`config.mk`:
```
export PLATFORM = sky130hd
export DESIGN_NAME = sys_tick_timer
export DESIGN_NICKNAME = d
export VERILOG_FILES = /design/src/rtl/sys_tick_timer.sv
export SDC_FILE = /design/constraint.sdc
export NUM_CORES = 1
export LEC_CHECK = 0
export CELL_PAD_IN_SITES_DETAIL_PLACEMENT = 0
export CELL_PAD_IN_SITES_GLOBAL_PLACEMENT = 1
export CORE_ASPECT_RATIO = 0.7
export CORE_UTILIZATION = 32
export DETAILED_ROUTE_END_ITERATION = 6
export PLACE_DENSITY_LB_ADDON = 0.05
export SLEW_MARGIN = 20
export SYNTH_ARGS = -nofsm -noshare
export SYNTH_HDL_FRONTEND = slang
export SYNTH_SLANG_ARGS = --single-unit
```
`constraint.sdc`:
```
create_clock -name clk -period 4.21 [get_ports clk]
set_input_delay 1.263 -clock clk [delete_from_list [all_inputs] [get_ports clk]]
set_output_delay 1.263 -clock clk [all_outputs]
set_load 0.03 [all_outputs]
```
`src/rtl/sys_tick_timer.sv`:
```
module sys_tick_timer #(
  parameter int CNT_W     = 24,
  parameter int ADDR_W    = 12,
  parameter int CAL_VALUE = 10000
) (
  input  logic              clk,
  input  logic              rst_n,
  input  logic              ref_tick,
  input  logic              bus_sel,
  input  logic              bus_wr,
  input  logic [ADDR_W-1:0] bus_addr,
  input  logic [31:0]       bus_wdata,
  output logic [31:0]       bus_rdata,
  output logic              irq
);
  localparam logic [ADDR_W-1:0] OFS_CTRL = ADDR_W'(12'h010);
  localparam logic [ADDR_W-1:0] OFS_RLD  = ADDR_W'(12'h014);
  localparam logic [ADDR_W-1:0] OFS_CUR  = ADDR_W'(12'h018);
  localparam logic [ADDR_W-1:0] OFS_CAL  = ADDR_W'(12'h01C);
  localparam logic [CNT_W-1:0]  ONE      = CNT_W'(1);

  logic             en, tint, csrc, flag, irq_q;
  logic [CNT_W-1:0] cur, rld;

  wire wr_ctrl = bus_sel &  bus_wr & (bus_addr == OFS_CTRL);
  wire rd_ctrl = bus_sel & ~bus_wr & (bus_addr == OFS_CTRL);
  wire wr_rld  = bus_sel &  bus_wr & (bus_addr == OFS_RLD);
  wire wr_cur  = bus_sel &  bus_wr & (bus_addr == OFS_CUR);

  wire step     = en & (csrc | ref_tick);
  wire hit      = step & (cur == ONE) & ~wr_ctrl & ~wr_cur;
  wire wrap     = step & (cur == '0) & ~wr_ctrl & ~wr_cur;
  wire restart  = wr_cur | (wr_ctrl & ((bus_wdata[0] & ~en) | (bus_wdata[2] != csrc)));
  wire zero_rld = (rld == '0);

  always_ff @(posedge clk) begin
    if (!rst_n) begin
      en    <= 1'b0;
      tint  <= 1'b0;
      csrc  <= 1'b0;
      flag  <= 1'b0;
      cur   <= '0;
      rld   <= '0;
      irq_q <= 1'b0;
    end else begin
      irq_q <= hit & tint;

      if (wr_rld) rld <= bus_wdata[CNT_W-1:0];

      if (wr_ctrl) begin
        en   <= bus_wdata[0];
        tint <= bus_wdata[1];
        csrc <= bus_wdata[2];
      end else if ((hit | wrap) && zero_rld) begin
        en <= 1'b0;
      end

      if (restart)     cur <= rld;
      else if (wrap)   cur <= rld;
      else if (hit)    cur <= '0;
      else if (step && !wr_ctrl) cur <= cur - ONE;

      if (hit)                  flag <= 1'b1;
      else if (wr_cur | rd_ctrl) flag <= 1'b0;
    end
  end

  always_comb begin
    bus_rdata = '0;
    if (bus_sel && !bus_wr) begin
      unique case (bus_addr)
        OFS_CTRL: bus_rdata = {15'd0, flag, 13'd0, csrc, tint, en};
        OFS_RLD:  bus_rdata = 32'(rld);
        OFS_CUR:  bus_rdata = en ? 32'(cur) : 32'd0;
        OFS_CAL:  bus_rdata = 32'(CAL_VALUE);
        default:  bus_rdata = '0;
      endcase
    end
  end

  assign irq = irq_q;
endmodule

```
==> results by group, run 1 <==
Clock tree
  – Insertion delay to the later sink of the worst-skew pair: 0.30 ns
  – CTS root buf: clkbuf_16
  – Clk sinks: 53
  – Cts bufs inserted: 5
  – Clock transition at the registers of the reported paths: 0.07 ns
  – Clock buffer depth: 2
  – H-tree Lvls: 2
  – CTS tree: yes

Logic synthesis
  – Most frequent cells after synthesis: 73 x nand2_1, 53 x dfxtp_1, 45 x nor2_1
  – Area leader, netlist: dfxtp_1
  – Synth area leaders: dfxtp_1 32%, nand2_1 8.3%, a21oi_1 6.1%
  – Synth Cell Area: 3290 um^2
  – Synth Register Bits: 53
  – Post-synthesis sequential area ratio: 32.3%
  – Post-Syn Area per Cell: 7.44 um^2
  – Number of synthesized flops with an enable pin: 0
  – Synth Instances: 442
  – Primary FF master, synth: dfxtp_1
  – Most common cell in the netlist: nand2_1
  – Ys async rst share: 0%
  – Synth unique cells: 61
  – Yosys warns: 0
  – Yosys top cell area share: 32.3%

Worst setup path
  – CP max stage delay: 0.47 ns
  – Slowest-stage cell, CP: or3b_4
  – Critical Path RT: 2.95 ns
  – CP Class: primary input to primary output
  – CP endpoint kind: primary output
  – Most frequent cell on the critical path: buf_6
  – R2r setup slk: 1.42 ns
  – Crit-path cells: buf_6 -> nor4_4 -> nand3_2 -> buf_6 -> or3b_4 -> buf_12 -> a31oi_4 -> buf_6
  – Worst-path fanout max: 5
  – Setup crit start kind: primary input
  – Arr. time, crit path: 2.94 ns

Finish
  – Inserted Diodes: 0
  – Area Growth Syn to Fin: 43.2%
  – Number of fill cells: 1011
  – Layout net count: 572
  – Layout cells sized above 1: 23.6%
  – Final Core Density: 47.9%

Drt
  – Remaining DRCs: 0
  – WL/cell: 19.1 um
  – Vias per inst: 5.63
  – Total number of vias: 3657
  – DR iter-0 viols: 261
  – Antenna Nets Post-Route: 0
  – Final wirelength: 12.4 mm
  – TritonRoute pass-1 iters: 5

Timing
  – RSZ-0062 raised after global routing: yes
  – Rel. slew slack: 52.3%
  – Final period util: 99.8%
  – Final setup violation count: 0
  – Final Slew Violations: 0
  – Fmax: 0.238 GHz
  – Tmin final: 4.20 ns
  – Hold_ws: 0.492 ns
  – Worst-Margin Slew: 0.710 ns
  – Worst Skew: 0.00908 ns
  – Hold Fails Final Rpt: 0

Global routing
  – Gr ovfl total: 0
  – First-pass GRT wire length: 19.4 mm
  – Initial antenna violation count: 0
  – Total GRT Usage: 24.2%
  – Largest net degree at the start of global routing: 25
  – Vias in the first global route: 3405

Place
  – Routability Congestion: 0.855
  – HPWL Detailed: 9.03 mm
  – Port bufs: 65

Power
  – Power, Total: 1.07 mW
  – Peak supply drop: 0.147 mV
  – LEAKAGE: 1.74 nW
  – Power density cells: 227 nW/um^2

Floorplan
  – Rows: 30
  – I/O pins: 82
  – Die extent in y: 86.8 um
  – Chip Width: 123 um
  – Die area: 10700 um^2
  – Core area: 9830 um^2
  – Initial core utilization: 33.4%

Worst hold path
  – Hold crit path type: flip-flop to flip-flop

Outcome
  – Status: finished, final reports clean

Job
  – Max Cap Viol: 0
worst max-delay path, delay by kind of cell:
kind            cells  cell delay (ns)
buf+inv             4             0.59
simple gates        3             0.94
compound gates      1             0.14
stage by stage:
stage	std cells	setup slack, ns	area (um^2)	setup TNS (ns)
3_3_place_gp	630	-0.426	4280	-8.60
6_report	649	0.0104	4710	0
2_1_floorplan	449	-0.0374	3530	-0.819
5_1_grt	649	-0.0452	4710	-0.252
3_5_place_dp	630	-0.451	4280	-9.33
4_1_cts	649	-0.0292	4710	-0.174
what timing repair did:
item                                    CTS  global route
pin swaps                                 9            10
resized for setup                        70             2
buffers inserted                          7             0
endpoints found under the setup margin   24            24
endpoints found under the hold margin     0             0
gates cloned                              4             0
hold buffers                              0             0
state kept, by name, indices dropped and copies added, names as in the netlist:
| name | cells |
|---|---|
| flag | 1 |
| en | 1 |
| irq | 1 |
| rld | 24 |
| tint | 1 |
| cur | 24 |
| csrc | 1 |
cell usage in the layout, fill, tap and decap left out, types with 8 or more instances in the layout:
cell type and count:
a211oi_1 10, nor2_1 24, a21oi_1 39, buf_4 37
conb_1 8, nor4_1 17, o21ai_0 13, nand2_1 73
buf_6 25, xor2_1 12, dfxtp_1 53, clkdlybuf4s50_1 29
a22oi_1 15, nor3_1 16, nor2_4 21, nand3_1 14
final timing paths:
path,cells past startpoint,startpoint,to
max,8,bus_addr[8],bus_rdata[9]
min,2,flag,flag
max reg2reg,8,cur[4],cur[2]
min reg2reg,2,flag,flag
cell families after synthesis:
kind of cell / Yosys count / share of synthesized area [%]
XOR/XNOR: 15 / 4.00
adder cells (fa/ha/maj): 3 / 1.14
flip-flops: 53 / 32.3
buffers and inverters: 48 / 8.34
AO/OA/AOI/OAI: 121 / 24.4
AND/OR/NAND/NOR: 199 / 29.2
other: 1 / 0.114
multiplexers: 2 / 0.609
where the power goes:
| part | internal (mW) | total, mW | switching [mW] |
|---|---|---|---|
| clock network | 0.283 | 0.486 | 0.203 |
| logic | 0.0438 | 0.0835 | 0.0396 |
| registers | 0.501 | 0.501 | 0.0000930 |
area by class of cell:
cell class,count,area (um^2),area share (%)
timing repair buffer,106,1060,22.5
clock inverter,2,38.8,0.824
clock buffer,6,129,2.74
multi-input combinational,348,2240,47.6
inverter,6,22.5,0.478
sequential,53,1060,22.5
tap,128,160,3.40
metal layers:
metal | track usage [%] | routed length, um
met1 | 36.2 | 6000
met4 | 5.26 | 106
met2 | 36.3 | 5320
met5 | 0 | 0
met3 | 3.62 | 967
Power figures use the tool's default switching activity.
==> run 2: changes to the inputs <==
--- a/config.mk
+++ b/config.mk
@@ -11,6 +11,7 @@
 export CORE_UTILIZATION = 32
 export DETAILED_ROUTE_END_ITERATION = 6
 export PLACE_DENSITY_LB_ADDON = 0.05
+export SKIP_LAST_GASP = 1
 export SLEW_MARGIN = 20
 export SYNTH_ARGS = -nofsm -noshare
 export SYNTH_HDL_FRONTEND = slang
==> results of run 2 <==
Final layout, timing and power as in run 1 (identical DEF).
==> run 3: changes to the inputs <==
--- a/config.mk
+++ b/config.mk
@@ -8,7 +8,7 @@
 export CELL_PAD_IN_SITES_DETAIL_PLACEMENT = 0
 export CELL_PAD_IN_SITES_GLOBAL_PLACEMENT = 1
 export CORE_ASPECT_RATIO = 0.7
-export CORE_UTILIZATION = 32
+export CORE_UTILIZATION = 35
 export DETAILED_ROUTE_END_ITERATION = 6
 export PLACE_DENSITY_LB_ADDON = 0.05
 export SKIP_LAST_GASP = 1
==> constraint.sdc (replaced) <==
create_clock -name clk -period 4.1 [get_ports clk]
set_input_delay 1.23 -clock clk [delete_from_list [all_inputs] [get_ports clk]]
set_output_delay 1.23 -clock clk [all_outputs]
set_load 0.03 [all_outputs]
==> results by group, run 3 (synthesized netlist as in run 1, its figures left out) <==
Timing
  – Final Slew Violations: 0
  – Setup_tns: -0.263 ns
  – RSZ-0062 raised after global routing: yes
  – Fmax: 0.241 GHz
  – Hold Fails Final Rpt: 0
  – Final period util: 101%
  – Final setup violation count: 13
  – Tmin final: 4.15 ns
  – Rel. slew slack: 32.3%
  – Final setup margin: -0.0463 ns
  – Worst-Margin Slew: 1.01 ns
  – Worst Skew: 0.00388 ns

Worst setup path
  – Arr. time, crit path: 2.92 ns
  – Crit-path cells: buf_6 -> nor4_4 -> nand3_2 -> buf_6 -> or3b_4 -> buf_12 -> buf_16 -> nor2_4 -> buf_6
  – Worst reg2reg path depth: 8
  – Most frequent cell on the critical path: buf_6
  – RR Startpoint: cur[4]
  – R2R Path End: cur[12]
  – CP Class: primary input to primary output
  – Worst-path fanout max: 5
  – CP endpoint kind: primary output
  – R2r setup slk: 1.28 ns
  – Setup crit start: bus_addr[8]
  – Slowest-stage cell, CP: or3b_4
  – Crit path to: bus_rdata[7]
  – Critical Path RT: 2.87 ns
  – CP max stage delay: 0.41 ns
  – Setup crit start kind: primary input

Drt
  – TritonRoute pass-1 iters: 5
  – Antenna Nets Post-Route: 0
  – WL/cell: 18.3 um
  – Remaining DRCs: 0
  – Final wirelength: 12.2 mm
  – Vias per inst: 5.69
  – Total number of vias: 3792
  – DR iter-0 viols: 374

Clock tree
  – Clock transition at the registers of the reported paths: 0.07 ns
  – Clk sinks: 53
  – Insertion delay to the later sink of the worst-skew pair: 0.30 ns
  – CTS tree: yes
  – CTS root buf: clkbuf_16
  – H-tree Lvls: 2
  – Clock buffer depth: 2
  – Cts bufs inserted: 5
  – Hold Buf Count CTS: 0

Finish
  – Biggest regs: cur: 24 flops, rld: 24 flops
  – Layout cells sized above 1: 29.7%
  – Area Growth Syn to Fin: 51.8%
  – Layout net count: 593
  – Final Core Density: 55.0%
  – Most frequent cells in the layout: 71 x nand2_1, 53 x dfxtp_1, 45 x buf_4
  – Most common library cell in the layout ignoring fill and taps: nand2_1
  – Number of fill cells: 880
  – Inserted Diodes: 0

Power
  – Peak supply drop: 0.157 mV
  – LEAKAGE: 1.85 nW
  – Power density cells: 206 nW/um^2

Job
  – Max Cap Viol: 0

Floorplan
  – Die area: 9790 um^2
  – Chip Width: 118 um
  – Die extent in y: 83.1 um
  – Initial core utilization: 36.2%
  – Core area: 9070 um^2
  – Rows: 29
  – I/O pins: 82

Global routing
  – Initial antenna violation count: 0
  – Vias in the first global route: 3574
  – First-pass GRT wire length: 19.4 mm
  – Gr ovfl total: 0
  – Total GRT Usage: 25.3%
  – Largest net degree at the start of global routing: 33

Place
  – Port bufs: 65
  – Routability Congestion: 0.870
  – HPWL Detailed: 8.23 mm

Outcome
  – Failing checks: setup timing
  – Status: complete, but fails checks

Worst hold path
  – Hold crit path type: flip-flop to flip-flop
[run 3: cell count changes in the layout (fill, tap and decap cells not counted), sizes merged]
cell	previous run	this run
inv	6	5
buf	70	92
clkinvlp	0	1
bufinv	1	0
bufbuf	1	0
clkdlybuf4s15	1	2
[run 3: cell type report]
cell class | instances | area [um^2] | area share [%]
Tap cell | 124 | 155 | 3.11
Clock buffer | 7 | 133 | 2.66
Multi-Input combinational cell | 348 | 2330 | 46.7
Timing Repair Buffer | 127 | 1280 | 25.6
Sequential cell | 53 | 1060 | 21.3
Inverter | 6 | 22.5 | 0.451
Clock inverter | 1 | 7.51 | 0.150
[run 3: metal layers]
layer	GRT usage, %	wire length [um]	up-vias
met5	0	0	-
met4	6.41	136	0
met3	4.88	750	15
met2	38.2	5440	134
met1	36.5	5850	1840
li1	-	-	1803
[run 3: per-stage QoR]
stage          setup slack, ns  instance area (um^2)  power [mW]  instances  hold slack (ns)
6_report               -0.0463                  4990        1.03        666            0.467
2_1_floorplan          -0.0543                  3550       0.561        449            0.422
3_3_place_gp            -0.411                  4330       0.612        632            0.464
3_5_place_dp            -0.442                  4330       0.612        632            0.460
4_1_cts                -0.0920                  4970        1.03        661            0.474
5_1_grt                 -0.121                  4990        1.06        666            0.501
[run 3: what timing repair did]
action / in CTS / in global routing
setup endpoints to repair: 24 / 24
cloned: 4 / 2
pin swaps: 25 / 21
gates resized for setup: 92 / 15
buffers inserted: 18 / 8
[run 3: worst min path at each step]
| stage | startpoint | endpoint | slack, ns | depth (start not counted) |
|---|---|---|---|---|
| global route | flag | flag | 0.50 | 2 |
| floorplan | tint | irq | 0.42 | 2 |
| detailed placement | tint | irq | 0.46 | 2 |
| global placement | tint | irq | 0.46 | 2 |
| CTS | tint | irq | 0.47 | 2 |
| finish | tint | irq | 0.47 | 2 |
[run 3: report_power, final]
group	internal [mW]	leakage, nW	switching, mW
sequential	0.514	0.427	0.0000944
clock	0.228	0.0641	0.198
combinational	0.0472	1.36	0.0412
[run 3: worst max-delay path: cells and delay by family]
kind	cells	cell delay, ns
buffers and inverters	5	0.70
and+or+nand+nor	4	0.98
